[src/rtl/ctl_pkg.sv]
package ctl_pkg;
  parameter int OP_W    = 6;
  parameter int ALUFN_W = 4;
  localparam int PCS_W  = 2;
  localparam int WDS_W  = 2;

  localparam logic [OP_W-1:0] OP_SWP  = 6'h10;
  localparam logic [OP_W-1:0] OP_MVZ  = 6'h11;
  localparam logic [OP_W-1:0] OP_MVZC = 6'h12;
  localparam logic [OP_W-1:0] OP_LD   = 6'h18;
  localparam logic [OP_W-1:0] OP_ST   = 6'h19;
  localparam logic [OP_W-1:0] OP_JMP  = 6'h1B;
  localparam logic [OP_W-1:0] OP_BEQ  = 6'h1C;
  localparam logic [OP_W-1:0] OP_BNE  = 6'h1D;
  localparam logic [OP_W-1:0] OP_LDR  = 6'h1F;

  localparam logic [ALUFN_W-1:0] FN_ADD    = 4'h0;
  localparam logic [ALUFN_W-1:0] FN_PASS_A = 4'hE;
  localparam logic [ALUFN_W-1:0] FN_PASS_B = 4'hF;

  localparam logic [PCS_W-1:0] PC_NEXT = 2'd0;
  localparam logic [PCS_W-1:0] PC_BR   = 2'd1;
  localparam logic [PCS_W-1:0] PC_JR   = 2'd2;

  localparam logic [WDS_W-1:0] WD_PC  = 2'd0;
  localparam logic [WDS_W-1:0] WD_ALU = 2'd1;
  localparam logic [WDS_W-1:0] WD_MEM = 2'd2;

  typedef enum logic [3:0] {
    C_ILL, C_LD, C_ST, C_JMP, C_BEQ, C_BNE, C_LDR,
    C_ALU, C_ALUC, C_SWP, C_MVZ, C_MVZC
  } op_class_e;

  typedef struct packed {
    logic [PCS_W-1:0]   pc_sel;
    logic               ab_sel;
    logic               a_sel;
    logic [ALUFN_W-1:0] alufn;
    logic               werf;
    logic               wa_sel;
    logic [WDS_W-1:0]   wd_sel;
    logic               mem_we;
  } ctl_t;
endpackage

[src/rtl/ctl_classify.sv]
module ctl_classify
  import ctl_pkg::*;
(
  input  logic [OP_W-1:0] opcode_i,
  output op_class_e       cls_o
);
  always_comb begin
    cls_o = C_ILL;
    if (opcode_i[OP_W-1 -: 2] == 2'b10)      cls_o = C_ALU;
    else if (opcode_i[OP_W-1 -: 2] == 2'b11) cls_o = C_ALUC;
    else begin
      case (opcode_i)
        OP_LD:   cls_o = C_LD;
        OP_ST:   cls_o = C_ST;
        OP_JMP:  cls_o = C_JMP;
        OP_BEQ:  cls_o = C_BEQ;
        OP_BNE:  cls_o = C_BNE;
        OP_LDR:  cls_o = C_LDR;
        OP_SWP:  cls_o = C_SWP;
        OP_MVZ:  cls_o = C_MVZ;
        OP_MVZC: cls_o = C_MVZC;
        default: cls_o = C_ILL;
      endcase
    end
  end
endmodule

[src/rtl/ctl_fields.sv]
module ctl_fields
  import ctl_pkg::*;
(
  input  op_class_e          cls_i,
  input  logic [ALUFN_W-1:0] op_fn_i,
  output ctl_t               base_o
);
  // unconditional settings; zero-dependent parts resolved in ctl_gate
  always_comb begin
    base_o = '0;
    unique case (cls_i)
      C_LD:   begin base_o.ab_sel = 1'b1; base_o.werf = 1'b1; base_o.wd_sel = WD_MEM; end
      C_ST:   begin base_o.ab_sel = 1'b1; base_o.mem_we = 1'b1; base_o.wd_sel = WD_ALU; end
      C_JMP:  begin base_o.pc_sel = PC_JR; base_o.werf = 1'b1; base_o.wd_sel = WD_PC; end
      C_BEQ, C_BNE: begin base_o.werf = 1'b1; base_o.wd_sel = WD_PC; end
      C_LDR:  begin base_o.a_sel = 1'b1; base_o.alufn = FN_PASS_A;
                    base_o.werf = 1'b1; base_o.wd_sel = WD_MEM; end
      C_ALU:  begin base_o.alufn = op_fn_i; base_o.werf = 1'b1; base_o.wd_sel = WD_ALU; end
      C_ALUC: begin base_o.alufn = op_fn_i; base_o.ab_sel = 1'b1;
                    base_o.werf = 1'b1; base_o.wd_sel = WD_ALU; end
      C_SWP:  begin base_o.ab_sel = 1'b1; base_o.alufn = FN_ADD; base_o.werf = 1'b1;
                    base_o.mem_we = 1'b1; base_o.wd_sel = WD_MEM; end
      C_MVZ:  begin base_o.alufn = FN_PASS_B; base_o.wd_sel = WD_ALU; end
      C_MVZC: begin base_o.alufn = FN_PASS_B; base_o.ab_sel = 1'b1; base_o.wd_sel = WD_ALU; end
      default: base_o = '0;
    endcase
  end
endmodule

[src/rtl/ctl_gate.sv]
module ctl_gate
  import ctl_pkg::*;
(
  input  logic      rst_ni,
  input  logic      zero_i,
  input  op_class_e cls_i,
  input  ctl_t      base_i,
  output ctl_t      ctl_o
);
  always_comb begin
    ctl_o = base_i;
    if (cls_i == C_BEQ) ctl_o.pc_sel = zero_i ? PC_BR : PC_NEXT;
    if (cls_i == C_BNE) ctl_o.pc_sel = zero_i ? PC_NEXT : PC_BR;
    if (cls_i == C_MVZ || cls_i == C_MVZC) ctl_o.werf = zero_i;
    if (!rst_ni) begin
      ctl_o.werf   = 1'b0;
      ctl_o.mem_we = 1'b0;
    end
  end
endmodule

[src/rtl/ctl_decoder.sv]
module ctl_decoder
  import ctl_pkg::*;
(
  input  logic               rst_ni,
  input  logic [OP_W-1:0]    opcode_i,
  input  logic               zero_i,
  output logic [PCS_W-1:0]   pc_sel_o,
  output logic               ab_sel_o,
  output logic               a_sel_o,
  output logic [ALUFN_W-1:0] alufn_o,
  output logic               werf_o,
  output logic               wa_sel_o,
  output logic [WDS_W-1:0]   wd_sel_o,
  output logic               mem_we_o,
  output logic               illegal_o
);
  op_class_e cls;
  ctl_t      base, ctl;

  ctl_classify u_cls (.opcode_i(opcode_i), .cls_o(cls));
  ctl_fields   u_fld (.cls_i(cls), .op_fn_i(opcode_i[ALUFN_W-1:0]), .base_o(base));
  ctl_gate     u_gte (.rst_ni(rst_ni), .zero_i(zero_i), .cls_i(cls), .base_i(base), .ctl_o(ctl));

  assign pc_sel_o  = ctl.pc_sel;
  assign ab_sel_o  = ctl.ab_sel;
  assign a_sel_o   = ctl.a_sel;
  assign alufn_o   = ctl.alufn;
  assign werf_o    = ctl.werf;
  assign wa_sel_o  = ctl.wa_sel;
  assign wd_sel_o  = ctl.wd_sel;
  assign mem_we_o  = ctl.mem_we;
  assign illegal_o = (cls == C_ILL);
endmodule

[config.mk]
export PLATFORM = sky130hd
export DESIGN_NAME = ctl_decoder
export DESIGN_NICKNAME = d
export VERILOG_FILES = /design/src/rtl/ctl_pkg.sv /design/src/rtl/ctl_classify.sv /design/src/rtl/ctl_fields.sv /design/src/rtl/ctl_gate.sv /design/src/rtl/ctl_decoder.sv
export SDC_FILE = /design/constraint.sdc
export NUM_CORES = 1
export LEC_CHECK = 0
export BUFFER_PORTS_ARGS = -buffer_cell sky130_fd_sc_hd__buf_4
export CAP_MARGIN = 15
export CORE_AREA = 2 2 44 46
export DETAILED_ROUTE_END_ITERATION = 10
export DIE_AREA = 0 0 46 48
export GPL_TIMING_DRIVEN = 1
export MAX_ROUTING_LAYER = met4
export PLACE_DENSITY = 0.61
export SYNTH_ARGS = -nofsm -noshare
export SYNTH_HDL_FRONTEND = slang
export SYNTH_SLANG_ARGS = --single-unit
[constraint.sdc]
create_clock -name vclk -period 1.7
set_input_delay 0.17 -clock vclk [all_inputs]
set_output_delay 0.17 -clock vclk [all_outputs]
set_load 0.05 [all_outputs]
# Word-level counts from Yosys, hierarchy flattened
# Memory sizes are Yosys's and may differ from the RTL's.
# Index checks and enable logic that the tools add are counted.
# op_classes
eq_ne	13
mux	17
n_reduce_logical	9
# op_table
op	n
== test 4 x 3 -> 1 bit (second input constant)	4
== test 4 bit (second input constant)	4
2-to-1 mux 4 bit	3
one-hot mux 4 bit (3 select lines)	1
OR reduction 5 bit	2
2-to-1 mux 1 bit	9
== test 4 x 2 -> 1 bit (second input constant)	2
OR reduction 8 bit	1
2-to-1 mux 2 bit	3
OR reduction 2 bit	3
== test 2 bit (second input constant)	2
== test 4 x 1 -> 1 bit (second input constant)	1
logical NOT 4 bit	1
one-hot mux 2 bit (2 select lines)	1
OR reduction 3 bit	1
logical OR 1 bit	1
# totals
register_bits	0
rom_bits	128
output_inout_bits	14
elab_cells	40
mem_count	1
# memory_table
memory	words	width	read_ports	rd_clocked_by_memory_dff	write_ports	line	source
(no name shown)	32	4	1	0	0	ctl_classify.sv:12	case (opcode_i)

# Logic depth before layout (Yosys ltp)
# An unclocked memory read counts as a cell.
# depth
word_depth	9
mapped_depth	6

# Hierarchy
# From an unflattened synthesis, not the netlist that was laid out.
# unflattened
cells_unflattened	78
hier_area_um2	595.6
# by_module_without_submodules
module	instances	cells_each	area_each_um2	seq_area_each_um2
ctl_fields	1	37	290.3	0.0
ctl_classify	1	22	152.6	0.0
ctl_gate	1	18	140.1	0.0
ctl_decoder	1	1	12.5	0.0

# Worst setup path after synthesis
# No wires, ideal clock.
# synth_path
kind	in2out
startpoint	input port opcode_i[0]
endpoint	output port a_sel_o
t_arrival_ns	2.064
required_ns	1.530
path_slack_ns	-0.534
stages	6
n_path_buf	0
path_cell_list	inv_1 ha_1 nand2b_1 a31o_2 nand2_1 nor3_1
# synth_via
elab_chain_len	6
# synth_rtl
item	line	source
from (decl)	ctl_decoder.sv:5	input logic [OP_W-1:0] opcode_i,
memory (32 x 4 bit)	--	
2-to-1 mux 4 bit	ctl_classify.sv:12	
2-to-1 mux 4 bit	ctl_classify.sv:10	else if (opcode_i[OP_W-1 -: 2] == 2'b11) cls_o = C_ALUC;
2-to-1 mux 4 bit	ctl_classify.sv:9	if (opcode_i[OP_W-1 -: 2] == 2'b10) cls_o = C_ALU;
== test 4 x 3 -> 1 bit	ctl_fields.sv:11	unique case (cls_i)
2-to-1 mux 1 bit	ctl_fields.sv:11	
to (decl)	ctl_decoder.sv:9	output logic a_sel_o,
# No other way between the ends.

# Final worst setup path
# layout_path
startpoint	input port opcode_i[0]
endpoint	output port pc_sel_o[0]
# layout_via
elab_chain_len	7
# layout_rtl
item	line	source
memory (32 x 4 bit) (*)	--	
2-to-1 mux 4 bit (*)	ctl_classify.sv:12	
2-to-1 mux 4 bit (*)	ctl_classify.sv:10	
2-to-1 mux 4 bit (*)	ctl_classify.sv:9	
== test 4 x 3 -> 1 bit	ctl_gate.sv:12	if (cls_i == C_BEQ) ctl_o.pc_sel = zero_i ? PC_BR : PC_NEXT;
2-to-1 mux 2 bit	ctl_gate.sv:12	
2-to-1 mux 2 bit (*)	ctl_gate.sv:13	if (cls_i == C_BNE) ctl_o.pc_sel = zero_i ? PC_NEXT : PC_BR;
to (decl)	ctl_decoder.sv:7	output logic [PCS_W-1:0] pc_sel_o,
# Mark *: on every way between the ends. The rest lies on a longest branch, timed or not.

==> impl_metrics.csv <==
group,metric,value,unit
synthesis,synth_compound_area_share,37.8,%
grt,track_usage,19.5,%
synthesis,synthCells,64,
sta,period_needed,1.81,ns
detailed_routing,drt-wirelength-per-cell,15.8,um
detailed_routing,drt_pass1_iterations,3,
sta,relSlewSlack,61.6,%
synthesis,syn_area_per_cell,7.55,um2
placement,dp_cells,118,
sta,finalSetupViolations,13,
critical_path,cp_common_cell,"buf_6",
floorplan,core,0.00169,mm2
synthesis,synth-warning-count,0,
critical_path,crit_buf_inv,5,
placement,gp_congestion,0.781,
critical_path,endpoint_kind,"primary output",
sta,rsz0062_at_grt,"yes",
floorplan,die_w,46,um
detailed_routing,drtAntennaViolNets,0,
critical_path,cp.depth,10,
status,status,"finished, violations left",
floorplan,start_util,28.6,%
grt,grt_max_degree,12,
critical_path,path_max_fanout,6,
power_and_ir_drop,max-vdd-ir-drop,0.000253,V
critical_path,endpoint,"pc_sel_o[0]",
sta,hold_violations,0,
floorplan,num_io_pins,22,
cts,holdBufCountCts,0,
critical_path,slowest_stage,"ha_4",
synthesis,syn-cell-area,483,um2
grt,grt_overflow,0,
synthesis,netlist-cell-type-count,39,
sta,maxSlewViolCount,0,
critical_path,crit_family,"buffers and inverters",
floorplan,dieArea,0.00221,mm2
min_path,hold_class,"in -> out",
critical_path,slowest_delay,0.27,ns
critical_path,crit_path_cell_trace,"buf_12, inv_8, ha_4, nor2b_4, o41ai_4, buf_6, buf_6, xnor2_4, nor4_4, buf_6",
final_layout,final_common_cell,"buf_4",
power_and_ir_drop,pwr-share-clk,0,%
grt,antenna_found_initial,0,
detailed_routing,drcViolationCount,0,
critical_path,crit_start,"opcode_i[0]",
final_layout,nNetsFinal,126,
detailed_routing,drt_wl_total,2040,um
power_and_ir_drop,sw_frac_of_total,52.2,%
power_and_ir_drop,power_frac_comb,100.0,%
detailed_routing,viasPerCell,5.47,
final_layout,drive_gt1_share,84.8,%
sta,setup_ws,-0.114,ns
synthesis,muxShareOfSynthArea,0,%
critical_path,path_class,"in -> out",
critical_path,cp-start-kind,"input pin",
final_layout,layout_common_cells,"27 x buf_4, 20 x buf_6, 5 x buf_8",
power_and_ir_drop,p_switching,0.000232,W
synthesis,synth_fp_nets,76,
sta,fmax,551,MHz
placement,io_buffer_count,21,
power_and_ir_drop,p_seq_share,0,%
sta,tightest_slew,0.572,ns
placement,pre_cts_ws,-0.379,ns
final_layout,num-fill-cells,115,
critical_path,cp.required,1.53,ns
final_layout,clockBufferCount,0,
final_layout,area_growth,174,%
synthesis,synth_top_family_by_area,"compound AO/OA/AOI/OAI gates",
power_and_ir_drop,p_int,0.000212,W
placement,hpwl,1260,um
critical_path,arrival,1.64,ns
sta,finalSetupTns,-0.887,ns
final_layout,multiInputGateArea,756,um2
grt,grt_pass1_vias,672,
synthesis,synthAdderAreaFrac,10.4,%
final_layout,post_layout_nonfiller_instances,129,
power_and_ir_drop,power_density,336,mW/mm2
synthesis,yosys.area_share.xor_xnor,3.63,%
final_layout,n_antenna_cell,0,
status,violations,"negative setup slack",
sta,holdWs,0.728,ns
final_layout,seq_area,0,um2
floorplan,rows,15,
detailed_routing,routed-via-count,706,
sta,timing.final.crit_share,107,%
power_and_ir_drop,leakagePower,0.551,nW
final_layout,design.seq.count,0,
grt,grt_pass1_wl,3040,um
floorplan,die_h,48,um
synthesis,synthSimpleGateAreaFrac,37.3,%
synthesis,synth.yosys.seq_area_share,0,%
detailed_routing,drt-initial-drc-count,5,
job,maxCapViolCount,0,
tightest hold or removal path: cells and delay by family:
kind            cells  cell delay [ns]
compound gates      1             0.15
buf+inv             2             0.24
metrics by stage:
step | util, % | cell area, um2 | power [W]
detailed placement | 54.2 | 916 | 0.000314
finish | 78.3 | 1320 | 0.000444
CTS | 74.4 | 1260 | 0.000416
floorplan | - | 613 | 0.000210
global route | 78.3 | 1320 | 0.000465
global placement | 54.2 | 916 | 0.000312
how the worst min path moves through the flow:
| stage | endpoint | start | slack [ns] | cells after the start |
|---|---|---|---|---|
| floorplan | werf_o | rst_ni | 0.51 | 1 |
| global placement | wd_sel_o[1] | opcode_i[5] | 0.74 | 3 |
| detailed placement | wd_sel_o[1] | opcode_i[5] | 0.75 | 3 |
| CTS | werf_o | rst_ni | 0.73 | 3 |
| global route | werf_o | rst_ni | 0.74 | 3 |
| finish | mem_we_o | rst_ni | 0.73 | 3 |
logic make-up (layout without fill, tap and decap cells):
group / after synthesis / in the layout
adder cells (fa/ha/maj): 4 / 4
AND/OR/NAND/NOR: 27 / 27
other: 1 / 1
XOR/XNOR: 2 / 2
buffers and inverters: 9 / 57
AO/OA/AOI/OAI: 21 / 21
power groups by stage:
stage	clock network [W]	logic [W]	registers, W
floorplan	0	0.000210	0
global route	0	0.000465	0
global placement	0	0.000312	0
finish	0	0.000444	0
detailed placement	0	0.000314	0
CTS	0	0.000416	0
per-layer routing:
metal  up-vias  track usage, %  wire length [um]
met5         -               -                 0
met4         0            1.14                 0
met3         0           0.377                54
met2        17            38.9              1230
met1       346            22.3               761
li1        343               -                 -
repair_timing:
| item | in CTS | in global routing |
|---|---|---|
| endpoints found under the hold margin | 0 | 0 |
| pin swaps | 13 | 12 |
| cloned | 0 | 0 |
| setup buffers | 9 | 5 |
| gates resized for setup | 60 | 10 |
| endpoints found under the setup margin | 13 | 13 |
Yosys cell counts:
cell type	number	area share, %
ha_1	4	10
inv_1	4	3.1
nor3_1	4	4.1
nand3_1	3	3.1
nor2_1	3	2.3
a21oi_1	2	2.1
a31oi_1	2	2.6
buf_2	2	2.1
nand2_1	2	1.6
nand2b_1	2	2.6
nor2b_1	2	2.6
o21ai_0	2	2.1
o21ai_1	2	2.1
o2bb2ai_1	2	3.6
o31ai_1	2	3.1
or3_1	2	2.6
xnor2_1	2	3.6
a31o_2	1	1.8
and2b_4	1	2.1
and4_2	1	2.1
and4b_1	1	2.1
buf_4	1	1.6
buf_6	1	2.3
clkbuf_2	1	1.0
conb_1	1	0.78
nand4_1	1	1.3
nand4b_1	1	1.8
nor2b_4	1	2.8
nor3b_1	1	1.6
nor4_2	1	2.6
o211a_1	1	2.1
o21a_1	1	1.6
o22a_1	1	1.8
o22a_2	1	2.1
o311a_1	1	2.1
o31a_1	1	1.8
o32ai_2	1	3.4
o41ai_4	1	5.7
or4b_1	1	2.1
layout make-up:
cell class                 count  area share, %
multi-input combinational     55           57.1
inverter                       4           1.70
timing repair buffer          53           39.5
tap                           17           1.61
Power figures use the tool's default switching activity.
